[config.mk]
export PLATFORM = sky130hd
export DESIGN_NAME = uart_fifo_ctl
export DESIGN_NICKNAME = d
export VERILOG_FILES = /design/src/rtl/ufc_pkg.sv /design/src/rtl/ufc_fifo.sv /design/src/rtl/ufc_ctrl_reg.sv /design/src/rtl/ufc_irq_gate.sv /design/src/rtl/uart_fifo_ctl.sv
export SDC_FILE = /design/constraint.sdc
export NUM_CORES = 1
export LEC_CHECK = 0
export ABC_AREA = 1
export BUFFER_PORTS_ARGS = -buffer_cell sky130_fd_sc_hd__clkbuf_2
export CAP_MARGIN = 20
export CORE_ASPECT_RATIO = 0.9
export CORE_MARGIN = 3
export CORE_UTILIZATION = 45
export CTS_CLUSTER_DIAMETER = 120
export DETAILED_ROUTE_END_ITERATION = 10
export PLACE_DENSITY = 0.61
export SYNTH_ARGS = -nofsm -noshare
export SYNTH_HDL_FRONTEND = slang
export SYNTH_SLANG_ARGS = --single-unit
[constraint.sdc]
create_clock -name clk -period 6.85 [get_ports clk]
set_clock_uncertainty 0.15 [all_clocks]
set_input_delay 0.685 -clock clk [delete_from_list [all_inputs] [get_ports clk]]
set_output_delay 0.685 -clock clk [all_outputs]
set_load 0.01 [all_outputs]
[src/rtl/ufc_pkg.sv]
package ufc_pkg;
   localparam int CTL_W       = 8;
   localparam int BIT_TXFLUSH = 7;
   localparam int BIT_RXFLUSH = 6;
   localparam int BIT_EN_ROVF = 2;
   localparam int BIT_EN_TOVF = 1;
   localparam int BIT_EN_RUDF = 0;
   localparam int N_SRC       = 3;

   // interrupt source bundle, order matches enable bit positions [2:0]
   typedef struct packed {
      logic rx_ovf;
      logic tx_ovf;
      logic rx_udf;
   } irq_src_t;
endpackage

[src/rtl/ufc_fifo.sv]
module ufc_fifo #(
   parameter int DATA_W = 8,
   parameter int DEPTH  = 8,
   localparam int AW    = (DEPTH > 1) ? $clog2(DEPTH) : 1,
   localparam int LW    = $clog2(DEPTH + 1)
) (
   input  logic              clk,
   input  logic              rst_n,
   input  logic              flush,
   input  logic              push,
   input  logic [DATA_W-1:0] push_data,
   input  logic              pop,
   output logic [DATA_W-1:0] pop_data,
   output logic [LW-1:0]     level,
   output logic              full,
   output logic              empty
);
   localparam bit POW2 = ((DEPTH & (DEPTH - 1)) == 0) && (DEPTH > 1);

   if (DEPTH < 1) begin : g_bad_depth
      $error("ufc_fifo: DEPTH must be at least 1");
   end
   if (DATA_W < 1) begin : g_bad_width
      $error("ufc_fifo: DATA_W must be at least 1");
   end

   logic [DATA_W-1:0] mem [DEPTH];
   logic [AW-1:0]     wr_ptr, rd_ptr, wr_nxt, rd_nxt;
   logic [LW-1:0]     cnt;
   logic              do_push, do_pop;

   assign full    = (cnt == LW'(DEPTH));
   assign empty   = (cnt == '0);
   assign do_push = push && !full;
   assign do_pop  = pop && !empty;

   if (POW2) begin : g_wrap_nat
      assign wr_nxt = wr_ptr + 1'b1;
      assign rd_nxt = rd_ptr + 1'b1;
   end else begin : g_wrap_cmp
      assign wr_nxt = (wr_ptr == AW'(DEPTH - 1)) ? '0 : wr_ptr + 1'b1;
      assign rd_nxt = (rd_ptr == AW'(DEPTH - 1)) ? '0 : rd_ptr + 1'b1;
   end

   always_ff @(posedge clk or negedge rst_n) begin
      if (!rst_n) begin
         wr_ptr <= '0;
         rd_ptr <= '0;
         cnt    <= '0;
      end else if (flush) begin
         wr_ptr <= '0;
         rd_ptr <= '0;
         cnt    <= '0;
      end else begin
         if (do_push) wr_ptr <= wr_nxt;
         if (do_pop)  rd_ptr <= rd_nxt;
         cnt <= cnt + LW'(do_push) - LW'(do_pop);
      end
   end

   always_ff @(posedge clk) begin
      if (do_push && !flush) mem[wr_ptr] <= push_data;
   end

   assign pop_data = mem[rd_ptr];
   assign level    = cnt;

   a_r8_level_bound: assert property (@(posedge clk) disable iff (!rst_n)
      level <= LW'(DEPTH));
   a_r4_flush_clears: assert property (@(posedge clk) disable iff (!rst_n)
      flush |=> (empty && !full && level == '0));
   a_r7_flush_wins: assert property (@(posedge clk) disable iff (!rst_n)
      (flush && push) |=> empty);
   a_r8_full_holds: assert property (@(posedge clk) disable iff (!rst_n)
      (full && push && !pop && !flush) |=> full);
   a_r8_empty_holds: assert property (@(posedge clk) disable iff (!rst_n)
      (empty && pop && !push && !flush) |=> empty);
endmodule

[src/rtl/ufc_ctrl_reg.sv]
module ufc_ctrl_reg
   import ufc_pkg::*;
(
   input  logic             clk,
   input  logic             rst_n,
   input  logic             wr_en,
   input  logic [CTL_W-1:0] wr_data,
   output logic [CTL_W-1:0] rd_data,
   output logic             tx_flush,
   output logic             rx_flush,
   output logic [N_SRC-1:0] irq_en
);
   logic [N_SRC-1:0] en_q;
   logic             txf_q, rxf_q;

   always_ff @(posedge clk or negedge rst_n) begin
      if (!rst_n) begin
         en_q  <= '0;
         txf_q <= 1'b0;
         rxf_q <= 1'b0;
      end else begin
         txf_q <= wr_en && wr_data[BIT_TXFLUSH];
         rxf_q <= wr_en && wr_data[BIT_RXFLUSH];
         if (wr_en) en_q <= wr_data[N_SRC-1:0];
      end
   end

   // flush commands are strobes: never stored, so they read as zero
   always_comb begin
      rd_data              = '0;
      rd_data[N_SRC-1:0]   = en_q;
   end

   assign tx_flush = txf_q;
   assign rx_flush = rxf_q;
   assign irq_en   = en_q;

   a_r2_en_hold: assert property (@(posedge clk) disable iff (!rst_n)
      !wr_en |=> $stable(irq_en));
   a_r4_tx_strobe: assert property (@(posedge clk) disable iff (!rst_n)
      (wr_en && wr_data[BIT_TXFLUSH]) |=> tx_flush);
   a_r6_no_write_no_flush: assert property (@(posedge clk) disable iff (!rst_n)
      !wr_en |=> (!tx_flush && !rx_flush));
   a_r5_rx_strobe: assert property (@(posedge clk) disable iff (!rst_n)
      (wr_en && wr_data[BIT_RXFLUSH]) |=> rx_flush);
endmodule

[src/rtl/ufc_irq_gate.sv]
module ufc_irq_gate
   import ufc_pkg::*;
#(
   parameter bit REG_OUT = 1'b1
) (
   input  logic             clk,
   input  logic             rst_n,
   input  irq_src_t         src,
   input  logic [N_SRC-1:0] en,
   output logic             irq
);
   logic hit;
   assign hit = |(src & en);

   if (REG_OUT) begin : g_reg
      logic irq_q;
      always_ff @(posedge clk or negedge rst_n) begin
         if (!rst_n) irq_q <= 1'b0;
         else        irq_q <= hit;
      end
      assign irq = irq_q;

      a_r9_masked_quiet: assert property (@(posedge clk) disable iff (!rst_n)
         ((src & en) == '0) |=> !irq);
      a_r9_enabled_fires: assert property (@(posedge clk) disable iff (!rst_n)
         (src.rx_ovf && en[BIT_EN_ROVF]) |=> irq);
   end else begin : g_comb
      assign irq = hit;
   end
endmodule

[src/rtl/uart_fifo_ctl.sv]
module uart_fifo_ctl
   import ufc_pkg::*;
#(
   parameter int DATA_W   = 8,
   parameter int TX_DEPTH = 8,
   parameter int RX_DEPTH = 8
) (
   input  logic                            clk,
   input  logic                            rst_n,
   input  logic                            reg_wr,
   input  logic [7:0]                      reg_wdata,
   output logic [7:0]                      reg_rdata,
   input  logic                            tx_push,
   input  logic [DATA_W-1:0]               tx_push_data,
   input  logic                            tx_pop,
   output logic [DATA_W-1:0]               tx_pop_data,
   output logic [$clog2(TX_DEPTH+1)-1:0]   tx_level,
   output logic                            tx_empty,
   output logic                            tx_full,
   input  logic                            rx_push,
   input  logic [DATA_W-1:0]               rx_push_data,
   input  logic                            rx_pop,
   output logic [DATA_W-1:0]               rx_pop_data,
   output logic [$clog2(RX_DEPTH+1)-1:0]   rx_level,
   output logic                            rx_avail,
   output logic                            rx_full,
   input  logic                            flag_rx_ovf,
   input  logic                            flag_tx_ovf,
   input  logic                            flag_rx_udf,
   output logic                            irq
);
   if (CTL_W != 8) begin : g_bad_ctl
      $error("uart_fifo_ctl: control register must be one byte");
   end

   logic             tx_flush, rx_flush, rx_empty;
   logic [N_SRC-1:0] irq_en;
   irq_src_t         src;

   ufc_ctrl_reg u_reg (
      .clk      (clk),
      .rst_n    (rst_n),
      .wr_en    (reg_wr),
      .wr_data  (reg_wdata),
      .rd_data  (reg_rdata),
      .tx_flush (tx_flush),
      .rx_flush (rx_flush),
      .irq_en   (irq_en)
   );

   ufc_fifo #(.DATA_W(DATA_W), .DEPTH(TX_DEPTH)) u_txq (
      .clk       (clk),
      .rst_n     (rst_n),
      .flush     (tx_flush),
      .push      (tx_push),
      .push_data (tx_push_data),
      .pop       (tx_pop),
      .pop_data  (tx_pop_data),
      .level     (tx_level),
      .full      (tx_full),
      .empty     (tx_empty)
   );

   ufc_fifo #(.DATA_W(DATA_W), .DEPTH(RX_DEPTH)) u_rxq (
      .clk       (clk),
      .rst_n     (rst_n),
      .flush     (rx_flush),
      .push      (rx_push),
      .push_data (rx_push_data),
      .pop       (rx_pop),
      .pop_data  (rx_pop_data),
      .level     (rx_level),
      .full      (rx_full),
      .empty     (rx_empty)
   );

   assign rx_avail = !rx_empty;

   assign src.rx_ovf = flag_rx_ovf;
   assign src.tx_ovf = flag_tx_ovf;
   assign src.rx_udf = flag_rx_udf;

   ufc_irq_gate #(.REG_OUT(1'b1)) u_irq (
      .clk   (clk),
      .rst_n (rst_n),
      .src   (src),
      .en    (irq_en),
      .irq   (irq)
   );

   a_r6_rx_untouched: assert property (@(posedge clk) disable iff (!rst_n)
      (tx_flush && !rx_flush && !rx_push && !rx_pop) |=> $stable(rx_level));
   a_r6_tx_untouched: assert property (@(posedge clk) disable iff (!rst_n)
      (rx_flush && !tx_flush && !tx_push && !tx_pop) |=> $stable(tx_level));
   a_r3_reserved_write: assert property (@(posedge clk) disable iff (!rst_n)
      (reg_wr && reg_wdata[7:6] == 2'b00) |=> (reg_rdata[7:3] == 5'b0));
endmodule

==> results by group, run 1 <==
Clock tree
  – PostCTS Resize Cnt: 0
  – # Post-CTS Setup Buffers: 0
  – Clock Latency Late Sink: 410 ps
  – # clock sinks: 154
  – TritonCTS Buffers: 17
  – Max Root-Sink Buffers: 2
  – Clock Pin Slew Worst Setup and Hold Paths: 60 ps
  – CTS tree: built
  – Root buffer cell: clkbuf_16
  – # hold bufs at CTS: 0
  – H-tree depth: 4

Synthesis
  – Syn_area_per_cell: 9.61 µm²
  – Post-synthesis cell count: 759
  – Ys Warns: 0
  – Post-synthesis register bit count: 154
  – Yosys cell types: 22
  – Sequential cell area fraction in the yosys report: 61.6%
  – Cell area after synthesis: 7300 µm²

Timing
  – Fin. max-slew vios: 0
  – Aggregate negative setup slack: 0 ps
  – Final setup viols: 0
  – Least-Margin Pin Slew: 1070 ps
  – Hold slack: 144 ps
  – Relative slew slack: 28.3%
  – Fin crit share: 44.0%
  – Minimum clock period: 3010 ps
  – Fin. Hold Viols: 0
  – Fmax: 332 MHz
  – RSZ-0062 raised after global routing: false

Routing
  – Met3 wire length: 739 µm
  – DRC viols: 0
  – Top Layer Used: met4
  – Initial DRC count: 377
  – WL met2: 6.97 mm
  – Post-route ant nets: 0
  – Detailed Routing Iterations Pass 1: 5
  – Routed via count: 4963
  – Routed len/inst: 14.1 µm
  – WL met1: 6.70 mm
  – Mean number of vias per cell: 4.79
  – Final wirelength: 14.6 mm

Final layout
  – Fillers: 1408
  – Final #Nets: 875
  – N_diodes: 0
  – Area Growth Syn to Fin: 13.8%
  – Share of layout cells above drive strength 1: 14.1%

Critical path
  – CP max FO: 19
  – WP data arrival: 2180 ps
  – Critical path class: reg2out
  – Worst r2r src: u_rxq.level[2]
  – Setup crit start kind: register
  – R2R Path End: u_rxq.level[2]
  – Reg2reg path depth: 11
  – R2r setup slk: 4360 ps
  – Setup crit end kind: primary output
  – WP data required: 6010 ps

Floorplanning
  – Core Footprint: 15700 µm²
  – Die span in x: 140 µm
  – Io pins: 71
  – Die height: 127 µm
  – Cell Rows: 43
  – Initial Util: 46.6%
  – Die area: 17800 µm²

Placed design
  – Hpwl dp: 9.25 mm
  – Port buffer count: 62
  – RePlAce Congestion: 0.789

Power
  – Worst vdd ir: 0.000211 V
  – PD cells: 398 nW/µm²
  – Leakage: 0.00404 µW

Min path
  – Worst min path class: in2async

Run
  – Max cap viols: 0

Global routing
  – Vias in the first global route: 4915
  – GRT Total Usage: 17.3%
  – Initial antenna violation count: 0
  – First-pass GRT wire length: 24.0 mm
  – Grt ovf: 0
  – Largest net degree at the start of global routing: 36

Outcome
  – Status: complete, no violations
[cell usage after synthesis, drive strengths merged]
| master | instances | area, µm² |
|---|---|---|
| a21oi | 3 | 15.0 |
| buf | 29 | 248 |
| conb | 1 | 3.75 |
| dfrtp | 26 | 651 |
| edfxtp | 128 | 3840 |
| fa | 2 | 40.0 |
| ha | 16 | 200 |
| inv | 172 | 653 |
| mux2 | 3 | 33.8 |
| nand2 | 249 | 960 |
| nand3 | 86 | 430 |
| nand4 | 12 | 75.1 |
| nor2 | 21 | 78.8 |
| nor3 | 8 | 40.0 |
| or2 | 1 | 6.26 |
| xnor2 | 2 | 17.5 |
[where the power goes]
group          switching, µW  internal [µW]
Clock                    348            606
Combinational            722            380
Sequential               106           1140
[cell families (layout without fill, tap and decap cells)]
logic type,after synthesis,in the layout,synth area share (%)
AND/OR/NAND/NOR,377,377,21.8
buffers and inverters,201,273,12.3
flip-flops,154,154,61.6
adder cells (fa/ha/maj),18,18,3.29
AO/OA/AOI/OAI,3,3,0.206
multiplexers,3,3,0.463
XOR/XNOR,2,2,0.240
other,1,5,0.0514
[cell type report]
| type | instances | area (µm²) | share of cell area [%] |
|---|---|---|---|
| sequential | 154 | 4490 | 54.1 |
| multi-input combinational | 408 | 1930 | 23.2 |
| inverter | 172 | 653 | 7.87 |
| clock buffer | 19 | 433 | 5.21 |
| timing repair buffer | 70 | 370 | 4.46 |
| tap | 202 | 253 | 3.04 |
| clock inverter | 12 | 174 | 2.09 |
[layout by cell type, fill, tap and decap left out, types with 4 or more instances in the layout]
cell type / Yosys / layout
buf_4: 11 / 8
bufinv_16: 0 / 4
clkbuf_16: 0 / 17
clkbuf_2: 0 / 62
conb_1: 1 / 5
dfrtp_1: 26 / 26
edfxtp_1: 128 / 128
ha_1: 16 / 16
inv_1: 168 / 168
nand2_1: 239 / 239
nand2_2: 10 / 10
nand3_1: 86 / 86
nand4_1: 12 / 12
nor2_1: 21 / 21
nor3_1: 8 / 6
[stage by stage]
stage | power (µW) | instance area (µm²) | utilization (%) | std cells | setup WS, ps
2_1_floorplan | 2090 | 7310 | - | 763 | 4490
3_3_place_gp | 2350 | 7700 | 49.2 | 1006 | 4250
3_5_place_dp | 2390 | 7700 | 49.2 | 1006 | 4230
4_1_cts | 3340 | 8300 | 53.0 | 1037 | 3780
5_1_grt | 3550 | 8300 | 53.0 | 1037 | 3690
6_report | 3310 | 8300 | 53.0 | 1037 | 3840
[registers in the layout, indices dropped and copies added (netlist names), 3 cells and up]
signal and flops:
u_txq.level 4, u_reg.irq_en 3, u_txq.rd_ptr 3, u_txq.mem 64, u_rxq.level 4, u_rxq.rd_ptr 3
u_txq.wr_ptr 3, u_rxq.wr_ptr 3, u_rxq.mem 64
[how the worst max path moves through the flow]
| stage | depth (start not counted) | end | start | slack [ps] |
|---|---|---|---|---|
| finish | 6 | rx_pop_data[7] | u_rxq.rd_ptr[1] | 3840 |
| global placement | 6 | tx_pop_data[5] | u_txq.rd_ptr[1] | 4250 |
| CTS | 6 | rx_pop_data[7] | u_rxq.rd_ptr[1] | 3780 |
| floorplan | 11 | u_rxq.level[2] | u_rxq.level[2] | 4490 |
| global route | 6 | tx_pop_data[4] | u_txq.rd_ptr[1] | 3690 |
| detailed placement | 6 | rx_pop_data[7] | u_rxq.rd_ptr[1] | 4230 |
[critical path: stages, from the launching register on]
cell	delay [ps]
dfrtp_1	870
inv_2	360
nand3_1	180
nand2_1	80
nand2_1	70
nand2_1	70
clkbuf_2	130
[routing by layer]
metal | up-vias | GRT usage, %
met5 | - | 0
met4 | 0 | 5.93
met3 | 16 | 4.45
met2 | 112 | 27.5
met1 | 2340 | 23.1
li1 | 2495 | -
(Power assumes the default switching activity.)
==> inputs of run 2 (changes only) <==
- clock period: 6.85 -> 2.85 ns (I/O delays scaled with it)
==> run 2 against run 1 <==
Effect of this change:
- final cell count grew 2.7%
- first-iteration DRC count decreased by 19%
- sequential power grew 140%
- design area is 1.4% higher
- via count grew 1.8%
- critical endpoint is now u_rxq.level[2]
- largest power group unchanged
==> results by group, run 2 (synthesized netlist as in run 1, its figures left out) <==
Clock tree
  – Root buffer cell: clkbuf_16
  – Clock Pin Slew Worst Setup and Hold Paths: 60 ps
  – # hold bufs at CTS: 13
  – Clock Latency Late Sink: 410 ps
  – H-tree depth: 4
  – # Post-CTS Setup Buffers: 0
  – TritonCTS Buffers: 17
  – Max Root-Sink Buffers: 2
  – # clock sinks: 154
  – CTS tree: built
  – PostCTS Resize Cnt: 0

Global routing
  – First-pass GRT wire length: 24.0 mm
  – Initial antenna violation count: 0
  – GRT Total Usage: 17.1%
  – Vias in the first global route: 4930
  – Largest net degree at the start of global routing: 34
  – Grt ovf: 0

Timing
  – Hold slack: 12.5 ps
  – RSZ-0062 raised after global routing: false
  – Least-Margin Pin Slew: 640 ps
  – Final setup viols: 0
  – Fmax: 413 MHz
  – Relative slew slack: 57.3%
  – Aggregate negative setup slack: 0 ps
  – Fin. Hold Viols: 0
  – Fin crit share: 85.0%
  – Minimum clock period: 2420 ps
  – Fin. max-slew vios: 0

Routing
  – Mean number of vias per cell: 4.74
  – Final wirelength: 14.5 mm
  – Detailed Routing Iterations Pass 1: 5
  – Initial DRC count: 305
  – DRC viols: 0
  – Post-route ant nets: 0
  – Routed via count: 5051
  – Routed len/inst: 13.6 µm

Final layout
  – Biggest regs: u_rxq.mem (64), u_txq.mem (64)
  – Final core utilization: 53.8%
  – Final #Nets: 902
  – N_diodes: 0
  – Leading cell type in the layout, fill and taps excluded: nand2_1
  – Share of layout cells above drive strength 1: 14.6%
  – Most frequent cells in the layout: nand2_1 (239), inv_1 (168), edfxtp_1 (128)
  – Area Growth Syn to Fin: 15.4%
  – Fin cells: 1065

Power
  – Pwr Total: 7620 µW
  – Leakage: 0.00412 µW
  – PD cells: 906 nW/µm²
  – Worst vdd ir: 0.000472 V

Critical path
  – WP data required: 3000 ps
  – Critical path, cell by cell: inv_1 -> ha_1 -> nand3_1 -> nand2_1 -> inv_1 -> ha_1 -> inv_1 -> ha_1 -> fa_1 -> xnor2_1 -> nor2_1
  – Setup crit end kind: register
  – CP Buf/Inv Count: 3
  – Slowest-stage cell, CP: fa_1
  – Critical path class: reg2reg
  – Slowest stage delay, CP: 390 ps
  – CP max FO: 5
  – WP data arrival: 2570 ps
  – Crit-path leading delay family: adder cells
  – Setup crit start kind: register

Floorplanning
  – Io pins: 71
  – Initial Util: 46.6%
  – Die height: 127 µm
  – Die area: 17800 µm²
  – Core Footprint: 15700 µm²
  – Cell Rows: 43
  – Die span in x: 140 µm

Placed design
  – Hpwl dp: 9.24 mm
  – RePlAce Congestion: 0.799
  – Cells after DPL: 1020
  – Port buffer count: 62

Outcome
  – Status: complete, no violations

Run
  – Max cap viols: 0

Min path
  – Worst min path class: in2reg
run 2: cell types whose count changed in the layout (fill, tap and decap cells not counted), sizes merged:
| cell | delta |
|---|---|
| clkinvlp | -1 |
| buf | +14 |
| clkinv | +6 |
| inv | -1 |
| clkbuf | +1 |
| dlygate4sd3 | +13 |
| bufinv | -4 |
run 2: path summary, 6_finish.rpt:
| check | endpoint | cells after the start | slack [ps] | from |
|---|---|---|---|---|
| worst max-delay path | u_rxq.level[2] | 11 | 430 | u_rxq.level[2] |
| worst min-delay path | u_rxq.mem[3][2] | 1 | 10 | rx_push_data[2] |
| worst max register to register | u_rxq.level[2] | 11 | 430 | u_rxq.level[2] |
| worst min register to register | u_txq.level[1] | 1 | 320 | u_reg.tx_flush |
| max in group asynchronous | u_rxq.rd_ptr[1] | 2 | 1860 | rst_n |
| min in group asynchronous | u_rxq.level[0] | 2 | 280 | rst_n |
run 2: final cells by class:
class / instances / area [µm²]
sequential: 154 / 4490
timing repair buffer: 97 / 606
tap: 202 / 253
clock inverter: 12 / 58.8
clock buffer: 20 / 437
inverter: 172 / 653
fill: 1393 / 7240
multi-input combinational: 408 / 1920
run 2: layer usage:
metal  up-vias  track usage (%)  part of all wire (%)
met3        13             4.71                   4.8
met1      2371             23.1                    46
met5         -                0                     0
met2       117             27.6                    49
met4         0             4.22                  0.99
li1       2550                -                     -
run 2: through the flow:
| step | setup slack [ps] | cell area (µm²) |
|---|---|---|
| 3_3_place_gp | 497 | 7790 |
| 4_1_cts | 411 | 8420 |
| 6_report | 428 | 8420 |
| 2_1_floorplan | 487 | 7310 |
| 3_5_place_dp | 431 | 7790 |
| 5_1_grt | 222 | 8420 |
run 2: report_power, final:
| part | switching [µW] | internal, µW |
|---|---|---|
| sequential | 192 | 2750 |
| combinational | 1800 | 985 |
| clock | 807 | 1090 |
==> inputs of run 3 (changes only) <==
- PLACE_DENSITY: 0.61 -> 0.64
- clock period: 2.85 -> 2.1 ns (I/O delays scaled with it)
==> run 3 against run 2 <==
Effect of this change:
- critical path type unchanged
- final cell count grew 4.6%
- global-route usage increased by 0.71 points
- setup slack worse by 400 ps
- utilization grew 4.6 points
- power increased by 52%
- via count increased by 1.8%
==> results by group, run 3 (synthesized netlist as in run 1, its figures left out) <==
Critical path
  – CP max FO: 2
  – Setup crit start kind: register
  – Setup crit end kind: register
  – WP data arrival: 2280 ps
  – Critical path class: reg2reg
  – R2r setup slk: 30 ps
  – WP data required: 2300 ps

Global routing
  – Largest net degree at the start of global routing: 34
  – Vias in the first global route: 4991
  – Grt ovf: 0
  – First-pass GRT wire length: 24.6 mm
  – GRT Total Usage: 17.8%
  – Initial antenna violation count: 0

Routing
  – Post-route ant nets: 0
  – Final wirelength: 15.2 mm
  – Routed len/inst: 13.6 µm
  – Mean number of vias per cell: 4.61
  – Detailed Routing Iterations Pass 1: 5
  – Initial DRC count: 313
  – Routed via count: 5141
  – DRC viols: 0

Final layout
  – Share of layout cells above drive strength 1: 20.5%
  – Area Growth Syn to Fin: 25.2%
  – Biggest regs: u_rxq.mem (64), u_txq.mem (64)
  – Fillers: 1279
  – Final core utilization: 58.3%
  – Leading cell type in the layout, fill and taps excluded: nand2_1
  – Final #Nets: 951
  – N_diodes: 0
  – Final instance area: 9130 µm²
  – Most frequent cells in the layout: nand2_1 (237), inv_1 (159), edfxtp_1 (128)

Clock tree
  – Clock Pin Slew Worst Setup and Hold Paths: 60 ps
  – CTS tree: built
  – TritonCTS Buffers: 17
  – Root buffer cell: clkbuf_16
  – H-tree depth: 4
  – Max Root-Sink Buffers: 2
  – # clock sinks: 154
  – Clock Latency Late Sink: 420 ps

Power
  – Pwr Total: 11600 µW
  – Sw Pwr: 4210 µW
  – Switching Fraction: 36.4%
  – PD cells: 1270 nW/µm²
  – Register share of total power: 34.3%
  – Worst vdd ir: 0.000777 V
  – Leakage: 0.00439 µW
  – Comb power frac: 40.2%
  – Power Internal: 7350 µW
  – Clk pwr share: 25.6%

Run
  – Max cap viols: 0

Timing
  – Fin. Hold Viols: 0
  – Final setup viols: 0
  – RSZ-0062 raised after global routing: true
  – Fin crit share: 98.8%
  – Worst Slack Setup Final: 25.6 ps
  – Fin. max-slew vios: 0
  – Fmax: 482 MHz
  – Relative slew slack: 55.0%
  – Minimum clock period: 2070 ps
  – Least-Margin Pin Slew: 675 ps

Placed design
  – RePlAce Congestion: 0.763
  – Port buffer count: 62
  – Hpwl dp: 9.41 mm
  – Post-DP Area: 8000 µm²
  – Pre-CTS WS: 0.708 ps

Floorplanning
  – Core Footprint: 15700 µm²
  – Die area: 17800 µm²
  – Die height: 127 µm
  – Cell Rows: 43
  – Io pins: 71
  – Initial Util: 46.6%
  – Die span in x: 140 µm

Min path
  – Worst min path class: in2async

Outcome
  – Status: complete, no violations
[run 3: cell types whose count changed in the layout (fill, tap and decap cells not counted), sizes merged]
cell and change:
inv +3, clkinvlp +3, bufinv +2, clkinv -3, dlygate4sd3 +20, buf +27
clkbuf -3
[run 3: worst max-delay path, cell delays in order, from the launching register on]
cell	delay (ps)
dfrtp_1	390
inv_2	80
ha_4	130
nand3_4	80
nand2_4	70
inv_2	40
ha_4	250
inv_2	30
ha_4	150
fa_2	520
inv_2	30
nor2_1	70
[run 3: layout make-up]
class                           instances  area (µm²)  area share (%)
Multi-Input combinational cell        408        2050            22.5
Clock buffer                           17         425            4.66
Inverter                              172         671            7.34
Timing Repair Buffer                  144        1060            11.6
Sequential cell                       154        4500            49.2
Clock inverter                         15         149            1.63
Timing Repair inverter                  2        20.0           0.219
Tap cell                              202         253            2.77
[run 3: per-layer routing]
metal,track usage [%],routed length [µm],vias up
met5,0,0,-
met4,4.73,114,0
met3,4.79,754,13
met2,29.3,7400,127
met1,23.4,6900,2355
li1,-,-,2646
[run 3: worst paths after layout]
| kind | from | to | depth (start not counted) |
|---|---|---|---|
| max | u_rxq.level[2] | u_rxq.level[1] | 11 |
| min | rst_n | u_txq.level[3] | 2 |
| max reg2reg | u_rxq.level[2] | u_rxq.level[1] | 11 |
| min reg2reg | u_reg.tx_flush | u_txq.level[1] | 1 |
| max in group asynchronous | rst_n | u_rxq.rd_ptr[0] | 2 |
| min in group clk | u_reg.tx_flush | u_txq.level[1] | 1 |
[run 3: power by group through the flow]
stage	combinational (µW)	sequential, µW	clock (µW)
2_1_floorplan	2940	3990	0
3_3_place_gp	4110	3990	0
3_5_place_dp	4170	4000	0
4_1_cts	4290	3930	3020
5_1_grt	5270	4000	3170
6_report	4650	3960	2960
[run 3: through the flow]
| stage | instances | setup TNS (ps) | hold slack [ps] |
|---|---|---|---|
| 6_report | 1114 | 0 | 209 |
| 3_5_place_dp | 1039 | 0 | 139 |
| 5_1_grt | 1114 | -1070 | 270 |
| 2_1_floorplan | 763 | -102 | -236 |
| 4_1_cts | 1105 | 0 | 217 |
| 3_3_place_gp | 1039 | 0 | 134 |
[run 3: timing repair]
item / in CTS / in global routing
resized for setup: 3 / 29
endpoints found under the hold margin: 170 / 0
hold buffers: 33 / 0
pin swaps: 0 / 4
setup buffers: 1 / 7
gates cloned: 0 / 2
setup endpoints to repair: 2 / 85
